[src/rtl/cmp_timer8_pkg.sv]
package cmp_timer8_pkg;

  typedef enum logic [1:0] {
    CLR_NONE = 2'b00,
    CLR_ON_A = 2'b01,
    CLR_ON_B = 2'b10,
    CLR_RSV  = 2'b11
  } clr_sel_e;

  typedef enum logic [1:0] {
    ACT_HOLD = 2'b00,
    ACT_LOW  = 2'b01,
    ACT_HIGH = 2'b10,
    ACT_TOG  = 2'b11
  } pin_act_e;

  localparam int NUM_EVT   = 3;
  localparam int EVT_A     = 0;
  localparam int EVT_B     = 1;
  localparam int EVT_OVF   = 2;
  localparam int TOP_W     = $clog2(NUM_EVT + 1);

  localparam int CTL_CLR_LSB = 0;
  localparam int CTL_IE_LSB  = 2;
  localparam int CTL_BITS    = CTL_IE_LSB + NUM_EVT;
  localparam int STS_FLG_LSB = 4;
  localparam int CODE_W      = 4;

  localparam int ADR_CTRL = 0;
  localparam int ADR_STAT = 1;
  localparam int ADR_CSTA = 2;
  localparam int ADR_CSTB = 3;
  localparam int ADR_CNT  = 4;

endpackage

[src/rtl/cmp_timer8_rstsync.sv]
module cmp_timer8_rstsync (
  input  logic clk,
  input  logic rst_n,
  output logic rst_sync_n
);
  logic [1:0] stg_q;

  always_ff @(posedge clk or negedge rst_n) begin
    if (!rst_n) stg_q <= 2'b00;
    else        stg_q <= {stg_q[0], 1'b1};
  end

  assign rst_sync_n = stg_q[1];
endmodule

[src/rtl/cmp_timer8_count.sv]
module cmp_timer8_count
  import cmp_timer8_pkg::*;
#(
  parameter int DW = 8
) (
  input  logic          clk,
  input  logic          rst_n,
  input  logic          tick,
  input  logic          ld,
  input  logic [DW-1:0] ld_val,
  input  logic [DW-1:0] cst_a,
  input  logic [DW-1:0] cst_b,
  input  clr_sel_e      clr_sel,
  output logic [DW-1:0] cnt_q,
  output logic          hit_a,
  output logic          hit_b,
  output logic          wrap
);
  localparam logic [DW-1:0] CNT_MAX = {DW{1'b1}};

  logic          evt_ok;
  logic          restart;
  logic          cnt_en;
  logic [DW-1:0] cnt_n;

  always_comb begin
    evt_ok  = tick && !ld;
    hit_a   = evt_ok && (cnt_q == cst_a);
    hit_b   = evt_ok && (cnt_q == cst_b);
    restart = ((clr_sel == CLR_ON_A) && hit_a) ||
              ((clr_sel == CLR_ON_B) && hit_b);
    wrap    = evt_ok && (cnt_q == CNT_MAX) && !restart;
    cnt_en  = ld || evt_ok;
    if (ld)           cnt_n = ld_val;
    else if (restart) cnt_n = '0;
    else              cnt_n = cnt_q + 1'b1;
  end

  always_ff @(posedge clk or negedge rst_n) begin
    if (!rst_n)      cnt_q <= '0;
    else if (cnt_en) cnt_q <= cnt_n;
  end

  p_load_wins_r2: assert property (@(posedge clk) disable iff (!rst_n)
    ld |=> (cnt_q == $past(ld_val)));

  p_step_r2: assert property (@(posedge clk) disable iff (!rst_n)
    (tick && !ld && clr_sel == CLR_NONE) |=> (cnt_q == $past(cnt_q) + 1'b1));

  p_restart_a_r5: assert property (@(posedge clk) disable iff (!rst_n)
    (tick && !ld && clr_sel == CLR_ON_A && cnt_q == cst_a) |=> (cnt_q == '0));

  p_restart_b_r5: assert property (@(posedge clk) disable iff (!rst_n)
    (tick && !ld && clr_sel == CLR_ON_B && cnt_q == cst_b) |=> (cnt_q == '0));

endmodule

[src/rtl/cmp_timer8_flags.sv]
module cmp_timer8_flags
  import cmp_timer8_pkg::*;
#(
  parameter int N = NUM_EVT
) (
  input  logic             clk,
  input  logic             rst_n,
  input  logic [N-1:0]     set_evt,
  input  logic             rd_stat,
  input  logic             wr_stat,
  input  logic [N-1:0]     wr_bits,
  input  logic [N-1:0]     ien,
  output logic [N-1:0]     flag_q,
  output logic [N-1:0]     req,
  output logic [TOP_W-1:0] top
);
  logic [N-1:0] arm_q;
  logic [N-1:0] flag_n;
  logic [N-1:0] arm_n;

  for (genvar i = 0; i < N; i++) begin : g_flag
    logic clr_hit;

    always_comb begin
      clr_hit = wr_stat && !wr_bits[i] && arm_q[i];
      if (set_evt[i])   flag_n[i] = 1'b1;
      else if (clr_hit) flag_n[i] = 1'b0;
      else              flag_n[i] = flag_q[i];
      if (rd_stat && flag_q[i]) arm_n[i] = 1'b1;
      else if (clr_hit)         arm_n[i] = 1'b0;
      else                      arm_n[i] = arm_q[i];
    end

    always_ff @(posedge clk or negedge rst_n) begin
      if (!rst_n) begin
        flag_q[i] <= 1'b0;
        arm_q[i]  <= 1'b0;
      end else begin
        flag_q[i] <= flag_n[i];
        arm_q[i]  <= arm_n[i];
      end
    end

    p_clear_armed_r8: assert property (@(posedge clk) disable iff (!rst_n)
      $fell(flag_q[i]) |-> $past(arm_q[i]));

    p_evt_sets_r4: assert property (@(posedge clk) disable iff (!rst_n)
      set_evt[i] |=> flag_q[i]);
  end

  assign req = flag_q & ien;

  always_comb begin
    top = '0;
    for (int k = N - 1; k >= 0; k--) begin
      if (req[k]) top = TOP_W'(k + 1);
    end
  end

endmodule

[src/rtl/cmp_timer8_wave.sv]
module cmp_timer8_wave
  import cmp_timer8_pkg::*;
(
  input  logic     clk,
  input  logic     rst_n,
  input  logic     hit_a,
  input  logic     hit_b,
  input  pin_act_e act_a,
  input  pin_act_e act_b,
  output logic     wave_q
);
  pin_act_e sel_act;
  logic     wave_n;

  always_comb begin
    if (hit_a && act_a != ACT_HOLD) sel_act = act_a;
    else if (hit_b)                 sel_act = act_b;
    else                            sel_act = ACT_HOLD;
    case (sel_act)
      ACT_LOW:  wave_n = 1'b0;
      ACT_HIGH: wave_n = 1'b1;
      ACT_TOG:  wave_n = !wave_q;
      default:  wave_n = wave_q;
    endcase
  end

  always_ff @(posedge clk or negedge rst_n) begin
    if (!rst_n) wave_q <= 1'b0;
    else        wave_q <= wave_n;
  end

  p_a_high_r6: assert property (@(posedge clk) disable iff (!rst_n)
    (hit_a && act_a == ACT_HIGH) |=> wave_q);

  p_idle_r6: assert property (@(posedge clk) disable iff (!rst_n)
    (!hit_a && !hit_b) |=> $stable(wave_q));

  p_a_wins_r7: assert property (@(posedge clk) disable iff (!rst_n)
    (hit_a && hit_b && act_a == ACT_LOW) |=> !wave_q);

endmodule

[src/rtl/cmp_timer8.sv]
module cmp_timer8
  import cmp_timer8_pkg::*;
#(
  parameter int DW = 8,
  parameter int AW = 3
) (
  input  logic             clk,
  input  logic             rst_n,
  input  logic             cnt_tick,
  input  logic             hst_wr,
  input  logic             hst_rd,
  input  logic [AW-1:0]    hst_addr,
  input  logic [DW-1:0]    hst_wdata,
  output logic [DW-1:0]    hst_rdata,
  output logic             wave_o,
  output logic             irq_a,
  output logic             irq_b,
  output logic             irq_ovf,
  output logic [TOP_W-1:0] irq_top
);
  logic rst_i_n;

  cmp_timer8_rstsync u_rst (
    .clk        (clk),
    .rst_n      (rst_n),
    .rst_sync_n (rst_i_n)
  );

  logic [CTL_BITS-1:0] ctrl_q, ctrl_n;
  logic [CODE_W-1:0]   code_q, code_n;
  logic [DW-1:0]       csta_q, csta_n;
  logic [DW-1:0]       cstb_q, cstb_n;
  logic wr_ctrl, wr_stat, wr_csta, wr_cstb, wr_cnt, rd_stat;

  always_comb begin
    wr_ctrl = hst_wr && (hst_addr == AW'(ADR_CTRL));
    wr_stat = hst_wr && (hst_addr == AW'(ADR_STAT));
    wr_csta = hst_wr && (hst_addr == AW'(ADR_CSTA));
    wr_cstb = hst_wr && (hst_addr == AW'(ADR_CSTB));
    wr_cnt  = hst_wr && (hst_addr == AW'(ADR_CNT));
    rd_stat = hst_rd && (hst_addr == AW'(ADR_STAT));
    ctrl_n  = wr_ctrl ? hst_wdata[CTL_BITS-1:0] : ctrl_q;
    code_n  = wr_stat ? hst_wdata[CODE_W-1:0]   : code_q;
    csta_n  = wr_csta ? hst_wdata : csta_q;
    cstb_n  = wr_cstb ? hst_wdata : cstb_q;
  end

  always_ff @(posedge clk or negedge rst_i_n) begin
    if (!rst_i_n) begin
      ctrl_q <= '0;
      code_q <= '0;
      csta_q <= '0;
      cstb_q <= '0;
    end else begin
      ctrl_q <= ctrl_n;
      code_q <= code_n;
      csta_q <= csta_n;
      cstb_q <= cstb_n;
    end
  end

  logic [DW-1:0] cnt_q;
  logic          hit_a, hit_b, wrap;

  cmp_timer8_count #(.DW(DW)) u_cnt (
    .clk     (clk),
    .rst_n   (rst_i_n),
    .tick    (cnt_tick),
    .ld      (wr_cnt),
    .ld_val  (hst_wdata),
    .cst_a   (csta_q),
    .cst_b   (cstb_q),
    .clr_sel (clr_sel_e'(ctrl_q[CTL_CLR_LSB +: 2])),
    .cnt_q   (cnt_q),
    .hit_a   (hit_a),
    .hit_b   (hit_b),
    .wrap    (wrap)
  );

  logic [NUM_EVT-1:0] set_evt, flag_q, req;

  always_comb begin
    set_evt          = '0;
    set_evt[EVT_A]   = hit_a;
    set_evt[EVT_B]   = hit_b;
    set_evt[EVT_OVF] = wrap;
  end

  cmp_timer8_flags #(.N(NUM_EVT)) u_flg (
    .clk     (clk),
    .rst_n   (rst_i_n),
    .set_evt (set_evt),
    .rd_stat (rd_stat),
    .wr_stat (wr_stat),
    .wr_bits (hst_wdata[STS_FLG_LSB +: NUM_EVT]),
    .ien     (ctrl_q[CTL_IE_LSB +: NUM_EVT]),
    .flag_q  (flag_q),
    .req     (req),
    .top     (irq_top)
  );

  cmp_timer8_wave u_wave (
    .clk    (clk),
    .rst_n  (rst_i_n),
    .hit_a  (hit_a),
    .hit_b  (hit_b),
    .act_a  (pin_act_e'(code_q[1:0])),
    .act_b  (pin_act_e'(code_q[3:2])),
    .wave_q (wave_o)
  );

  assign irq_a   = req[EVT_A];
  assign irq_b   = req[EVT_B];
  assign irq_ovf = req[EVT_OVF];

  always_comb begin
    case (hst_addr)
      AW'(ADR_CTRL): hst_rdata = DW'(ctrl_q);
      AW'(ADR_STAT): hst_rdata = DW'({flag_q, code_q});
      AW'(ADR_CSTA): hst_rdata = csta_q;
      AW'(ADR_CSTB): hst_rdata = cstb_q;
      AW'(ADR_CNT):  hst_rdata = cnt_q;
      default:       hst_rdata = '0;
    endcase
  end

  logic unused_wbits;
  assign unused_wbits = ^hst_wdata[DW-1:STS_FLG_LSB + NUM_EVT];

  p_top_a_r10: assert property (@(posedge clk) disable iff (!rst_i_n)
    (irq_top == TOP_W'(1)) |-> irq_a);

  p_top_none_r10: assert property (@(posedge clk) disable iff (!rst_i_n)
    (!irq_a && !irq_b && !irq_ovf) |-> (irq_top == '0));

  p_ovf_flag_r3: assert property (@(posedge clk) disable iff (!rst_i_n)
    (cnt_tick && !wr_cnt && cnt_q == {DW{1'b1}} &&
     ctrl_q[CTL_CLR_LSB +: 2] == 2'b00) |=> flag_q[EVT_OVF]);

endmodule

[config.mk]
export PLATFORM = sky130hd
export DESIGN_NAME = cmp_timer8
export DESIGN_NICKNAME = d
export VERILOG_FILES = /design/src/rtl/cmp_timer8_pkg.sv /design/src/rtl/cmp_timer8_rstsync.sv /design/src/rtl/cmp_timer8_count.sv /design/src/rtl/cmp_timer8_flags.sv /design/src/rtl/cmp_timer8_wave.sv /design/src/rtl/cmp_timer8.sv
export SDC_FILE = /design/constraint.sdc
export NUM_CORES = 1
export LEC_CHECK = 0
export BUFFER_PORTS_ARGS = -buffer_cell sky130_fd_sc_hd__buf_4
export CORE_MARGIN = 2
export CORE_UTILIZATION = 30
export CTS_BUF_LIST = sky130_fd_sc_hd__clkbuf_16
export CTS_CLUSTER_DIAMETER = 40
export DETAILED_ROUTE_END_ITERATION = 8
export PLACE_DENSITY = 0.52
export SKIP_CTS_REPAIR_TIMING = 1
export SLEW_MARGIN = 20
export SYNTH_ARGS = -nofsm -noshare
export SYNTH_HDL_FRONTEND = slang
export SYNTH_SLANG_ARGS = --single-unit
[constraint.sdc]
create_clock -name clk -period 1.7 [get_ports clk]
set_clock_uncertainty 0.05 [all_clocks]
set_input_delay 0.34 -clock clk [delete_from_list [all_inputs] [get_ports clk]]
set_output_delay 0.34 -clock clk [all_outputs]
set_load 0.01 [all_outputs]
==> results of run 1 <==
==> layout make-up <==
cell class                 instances  area share [%]
multi-input combinational        174            40.7
clock buffer                       5            3.68
clock inverter                     3           0.478
timing repair buffer              80            19.6
tap                              102            3.75
inverter                           7           0.773
sequential                        42            31.0
==> Yosys cell counts, types with 7 or more instances <==
cell	n
xor2_1	13
dfrtp_1	42
o21ai_1	9
o22ai_1	7
a21oi_1	12
mux2_2	21
nand2_1	28
inv_1	7
clkbuf_1	7
mux2i_1	10
xnor2_1	9
buf_2	9
nor3b_1	9
==> per-layer routing <==
layer | up-vias | track usage (%)
met2 | 37 | 25.2
met5 | - | 0
met4 | 0 | 4.11
met3 | 7 | 3.37
li1 | 985 | -
met1 | 990 | 20.8
==> flip-flops by register name, indices dropped and copies added (netlist names) <==
register	count
code_q	4
u_flg.flag_q	3
csta_q	8
u_wave.wave_q	1
ctrl_q	5
cstb_q	8
u_cnt.cnt_q	8
u_flg.arm_q	3
u_rst.stg_q	2
==> how the worst min path moves through the flow <==
| stage | slack [ps] | cells past startpoint | from | endpoint |
|---|---|---|---|---|
| after floorplan | -6 | 0 | rst_n | u_rst.stg_q[0]$_DFF_PN0_ |
| after global placement | 70 | 1 | rst_n | u_rst.stg_q[0]$_DFF_PN0_ |
| after detailed placement | 70 | 1 | rst_n | u_rst.stg_q[0]$_DFF_PN0_ |
| after CTS | -230 | 1 | rst_n | u_rst.stg_q[1]$_DFF_PN0_ |
| after global routing | 110 | 0 | u_rst.stg_q[1]$_DFF_PN0_ | cstb_q[6]$_DFFE_PN0P_ |
| final | 70 | 0 | u_rst.stg_q[1]$_DFF_PN0_ | cstb_q[5]$_DFFE_PN0P_ |
==> worst reg2reg max path, delay by kind of cell (launching register included) <==
kind | cells | cell delay [ps]
flip-flops | 1 | 420
AND/OR/NAND/NOR | 2 | 410
AO/OA/AOI/OAI | 2 | 380
XOR/XNOR | 1 | 210
buffers and inverters | 1 | 160
==> power groups by stage <==
stage / combinational (W) / clock [W] / sequential [W]
after detailed placement: 0.00139 / 0 / 0.00152
after global placement: 0.00138 / 0 / 0.00152
final: 0.00160 / 0.000924 / 0.00152
after global routing: 0.00174 / 0.000992 / 0.00156
after floorplan: 0.000895 / 0 / 0.00141
after CTS: 0.00139 / 0.000953 / 0.00150
==> kinds of logic (layout without fill, tap and decap cells) <==
logic type / Yosys count / count (layout) / share of synthesized area, %
xor+xnor: 22 / 22 / 7.93
simple gates: 72 / 72 / 16.8
fa+ha+maj: 1 / 1 / 0.515
mux: 32 / 32 / 14.8
flops: 42 / 42 / 43.3
other cells: 1 / 1 / 0.154
buf+inv: 25 / 95 / 4.79
compound gates: 46 / 46 / 11.7
==> metrics by stage <==
stage          instances  hold WS (ps)  power (W)  setup slack, ps  area [um2]
5_1_grt              413           107    0.00429             -253        3400
3_3_place_gp         398          73.4    0.00290            -42.1        3070
3_5_place_dp         398          73.8    0.00291            -57.1        3070
4_1_cts              406          -230    0.00385             -268        3210
6_report             413          71.6    0.00404             -213        3400
2_1_floorplan        241         -5.59    0.00231             38.2        2430
==> reports/qor.yml, run 1 <==
global_route:
  grt_max_degree: 33
  antenna_found_initial: 0
  grt.total_usage_pct: 15.5
  grt_overflow: 0
  grt_pass1_wl_um: 10200
  grt_pass1_vias: 1933
sta:
  fin_tns_setup_ps: -421
  hold_viol_final: 0
  grt_setup_unrepaired: "yes"
  drv_slew: 0
  finalWorstPathRequiredPeriod_ps: 1910
  fin_ws_ps: -213
  max_freq_mhz: 523
  min_period_over_period_pct: 113
  setup-violations-final: 5
worst_setup_path:
  r2r_cells: 6
  critPathKind: "reg2out"
  r2r_slack_ps: -10
  cpLargestDelayFamily: "multiplexers"
  max_stage_delay_ps: 460
  cp.depth: 5
  required_ps: 1310
  timing.rr.start: "u_cnt.cnt_q[4]$_DFFE_PN0P_"
  startpoint_type: "register"
  crit_slowest_cell: "mux4_2"
  worstPathCellList: "buf_6 -> mux4_2 -> inv_2 -> o32ai_2 -> buf_4"
  timing.critical_path.buf_inv: 3
  arrival_ps: 1520
  worstPathMaxFanout: 2
  r2r_end: "u_wave.wave_q$_DFFE_PN0P_"
  critPathLaunch: "csta_q[2]$_DFFE_PN0P_"
  worst_setup_path_end_kind: "primary output"
  worstSetupEndpoint: "hst_rdata[2]"
routing:
  dr_wl_met3_um: 269
  finalWirelength_um: 6680
  dr.first_iter.drc_count: 104
  firstDrtPassIters: 4
  ant_nets: 0
  vias_per_cell: 4.89
  wl_met2_um: 3260
  wire_per_inst_um: 16.2
  dr.max_layer_used: "met4"
  wl_met1_um: 3070
  dr_total_vias: 2019
  drc: 0
synthesis:
  synth_top_area_share_pct: 43.3
  syn_inst: 241
  syn-num-nets: 258
  yosysTopAreaCell: "dfrtp_1"
  synthTopCellsByArea: "dfrtp_1 (43%), mux2_2 (9.7%), xor2_1 (4.7%)"
  yosysWarnings: 0
  ys_seq_area_share_pct: 43.3
  async_flop_share_pct: 100
  ys_types: 46
  ys_ff_latch: 42
  synth_area_mm2: 0.00243
  synth_area_per_cell_um2: 10.1
  synth-edff-count: 0
  ys.flop_type: "dfrtp_1"
floorplanning:
  die_w_um: 94.0
  initial_core_util_pct: 31.3
  rows: 32
  core_mm2: 0.00777
  die_h_um: 94.0
  dieArea_mm2: 0.00883
  ios: 30
placed_design:
  numPortBuffers: 29
  place.gp.congestion: 0.804
  hpwl_um: 5060
hold_path:
  hp-class: "reg2async"
cells_and_area:
  antenna_cells: 0
  regArea_mm2: 0.00105
  finalCoreUtilization_pct: 43.8
  n_fill_cell: 778
  syn2layout_area_growth_pct: 40.0
  final_cell_mix: "buf_4 (69), dfrtp_1 (40), nand2_1 (27)"
  drive_gt1_share_pct: 44.1
  multiInputGateArea_mm2: 0.00139
  layout_commonest_cell: "buf_4"
  layout.nets: 327
cts:
  cts_sinks: 42
  cts.clk_slew.worst_paths_ps: 60
  ctsLongestPathBuffers: 2
  cts_max_level: 2
  numCtsBuffers: 5
  clock-root-buffer: "clkbuf_16"
  cts_tree: "built"
  clk_latency_ps: 280
power_and_ir_drop:
  p_int_w: 0.00267
  max-vdd-ir-drop_uv: 461
  p_sw_w: 0.00137
  p_sw_share_pct: 33.8
  p_per_area_mw_per_mm2: 1190
  p_comb_share_pct: 39.5
  p_leak_nw: 1.53
  clkPwrFrac_pct: 22.9
  sequentialPowerShare_pct: 37.6
status:
  status: "complete, but fails checks"
  violations: "setup timing"
job:
  cap_violations: 0
No activity file was read; power rests on OpenSTA's default activity.
==> run 2: changes to the inputs <==
Settings changed: CORE_UTILIZATION 30 to 62, PLACE_DENSITY 0.52 to 0.89, SETUP_SLACK_MARGIN set to 0.05.
Clock period 1.7 ns to 2.4 ns, I/O delays scaled along.
==> run 2 against run 1 <==
  * The run now ends clean
  * Combinational power down 54%
  * Non-clock buffer count down 47
  * Sequential share of layout area increased by 6.6 points
  * First-iteration DRC count is 70% higher
  * Via count down 7.0%
  * Worst hold slack gained 180 ps
  * Die area fell by 50%
==> reports/qor.yml, run 2 (synthesis results as in run 1) <==
placed_design:
  post_dp_cell_area_mm2: 0.00265  # was 0.00307 mm2
  numPortBuffers: 29  # unchanged
  place.gp.congestion: 0.942  # was 0.804
  dp_slack_ps: 192  # was -57.1 ps
  place_inst: 303  # was 398
  hpwl_um: 4050  # was 5060 um
worst_setup_path:
  critPathKind: "in2out"  # was reg2out
  worstPathCellList: "buf_4 -> nor2b_1 -> a22oi_1 -> o22ai_1 -> buf_4"  # was buf_6 -> mux4_2 -> inv_2 -> o32ai_2 -> buf_4
  startpoint_type: "input pin"  # was register
  r2r_slack_ps: 500  # was -10 ps
  cpLargestDelayFamily: "simple AND/OR/NAND/NOR gates"  # was multiplexers
  crit_slowest_cell: "nor2b_1"  # was mux4_2
  arrival_ps: 1650  # was 1520 ps
  timing.critical_path.buf_inv: 2  # was 3
  required_ps: 1870  # was 1310 ps
  r2r_cells: 5  # was 6
  r2r_end: "u_wave.wave_q$_DFFE_PN0P_"  # unchanged
  cpMostUsedCell: "buf_4"
  max_stage_delay_ps: 480  # was 460 ps
  worstPathMaxFanout: 14  # was 2
  worst_setup_path_end_kind: "primary output"  # unchanged
  timing.rr.start: "u_cnt.cnt_q[0]$_DFFE_PN0P_"  # was u_cnt.cnt_q[4]$_DFFE_PN0P_
cells_and_area:
  layout.nets: 280  # was 327
  n_fill_cell: 257  # was 778
  antenna_cells: 0  # unchanged
  layoutNonFillerInstCount: 312  # was 413
  final_area_mm2: 0.00280  # was 0.00340 mm2
  layout_commonest_cell: "dfrtp_1"  # was buf_4
  final_cell_mix: "dfrtp_1 (42), buf_4 (32), nand2_1 (28)"  # was buf_4 (69), dfrtp_1 (40), nand2_1 (27)
  syn2layout_area_growth_pct: 15.1  # was 40.0%
  drive_gt1_share_pct: 25.8  # was 44.1%
  biggestRegsByFlops: "csta_q x8, cstb_q x8, u_cnt.cnt_q x8"  # unchanged
  multiInputGateArea_mm2: 0.00127  # was 0.00139 mm2
  regArea_mm2: 0.00105  # about the same
sta:
  max_freq_mhz: 459
  min_period_over_period_pct: 90.8
  fin_tns_setup_ps: 0  # was -421 ps
  hold_ws_ps: 256  # was 71.6 ps
  hold_viol_final: 0  # unchanged
  grt_setup_unrepaired: "no"  # was yes
  drv_slew: 0  # unchanged
  fin_ws_ps: 220  # was -213 ps
  relSlewSlack_pct: 63.0
  setup-violations-final: 0  # was 5
  worstMarginPinSlew_ps: 551
  finalWorstPathRequiredPeriod_ps: 2180
routing:
  dr_total_vias: 1878  # was 2,019
  ant_nets: 0  # unchanged
  drc: 0  # unchanged
  finalWirelength_um: 5600  # was 6680 um
  wire_per_inst_um: 18.0  # was 16.2 um
  dr.first_iter.drc_count: 177  # was 104
  vias_per_cell: 6.02  # was 4.89
  firstDrtPassIters: 4  # unchanged
cts:
  clock-root-buffer: "clkbuf_16"  # unchanged
  cts.clk_slew.worst_paths_ps: 60  # about the same
  ctsLongestPathBuffers: 2  # unchanged
  cts_sinks: 42  # unchanged
  cts_max_level: 2  # unchanged
  numCtsBuffers: 5  # unchanged
  cts_tree: "built"  # unchanged
  clk_latency_ps: 280  # about the same
power_and_ir_drop:
  p_per_area_mw_per_mm2: 901  # was 1190 mW/mm2
  max-vdd-ir-drop_uv: 543  # was 461 uV
  p_leak_nw: 1.24  # was 1.53 nW
floorplanning:
  dieArea_mm2: 0.00443  # was 0.00883 mm2
  rows: 22  # was 32
  ios: 30  # unchanged
  die_h_um: 66.6  # was 94.0 um
  die_w_um: 66.6  # was 94.0 um
  initial_core_util_pct: 65.4  # was 31.3%
  core_mm2: 0.00372  # was 0.00777 mm2
global_route:
  antenna_found_initial: 0  # unchanged
  grt_overflow: 0  # unchanged
  grt_max_degree: 41  # was 33
  grt_pass1_wl_um: 9100  # was 10,200 um
  grt.total_usage_pct: 27.8  # was 15.5%
  grt_pass1_vias: 1732  # was 1,933
status:
  status: "finished, final reports clean"  # was complete, but fails checks
hold_path:
  hp-class: "reg2async"  # unchanged
job:
  cap_violations: 0  # unchanged
[run 2: changes by cell type in the layout (fill, tap and decap cells not counted), sizes merged]
cell  delta
buf     -47
[run 2: report_power, final]
part,internal [W],switching (W)
Sequential,0.000883,0.000243
Clock,0.000379,0.000268
Combinational,0.000394,0.000350
[run 2: worst max path at each step]
stage / start / endpoint / slack (ps) / cells after the start
2_1_floorplan: hst_addr[1] / hst_rdata[0] / 530 / 4
3_3_place_gp: hst_addr[2] / u_flg.flag_q[2]$_DFFE_PN0P_ / 280 / 7
3_5_place_dp: hst_addr[2] / u_flg.flag_q[2]$_DFFE_PN0P_ / 190 / 7
4_1_cts: hst_addr[1] / hst_rdata[0] / 260 / 5
5_1_grt: hst_addr[1] / hst_rdata[0] / 170 / 5
6_report: hst_addr[1] / hst_rdata[6] / 220 / 5
[run 2: per-layer routing]
| layer | GRT usage [%] | part of all wire [%] |
|---|---|---|
| met1 | 38.3 | 44 |
| met2 | 45.6 | 48 |
| met3 | 5.41 | 6.4 |
| met4 | 5.61 | 0.98 |
| met5 | 0 | 0 |
[run 2: area by class of cell]
type	instances	share of cell area [%]
inverter	7	0.940
timing repair buffer	33	8.95
tap	48	2.15
sequential	42	37.6
clock inverter	3	0.582
clock buffer	5	4.47
multi-input combinational	174	45.3
[run 2: through the flow]
stage          total power (W)  util [%]
2_1_floorplan          0.00163         -
3_3_place_gp           0.00184      71.2
3_5_place_dp           0.00187      71.2
4_1_cts                0.00252      75.0
5_1_grt                0.00266      75.3
6_report               0.00252      75.3
[run 2: worst reg2reg max path, delay by kind of cell (launching register included)]
family           cells  cell delay, ps
AND/OR/NAND/NOR      2             690
XOR/XNOR             1             160
AO/OA/AOI/OAI        2             320
flip-flops           1             560
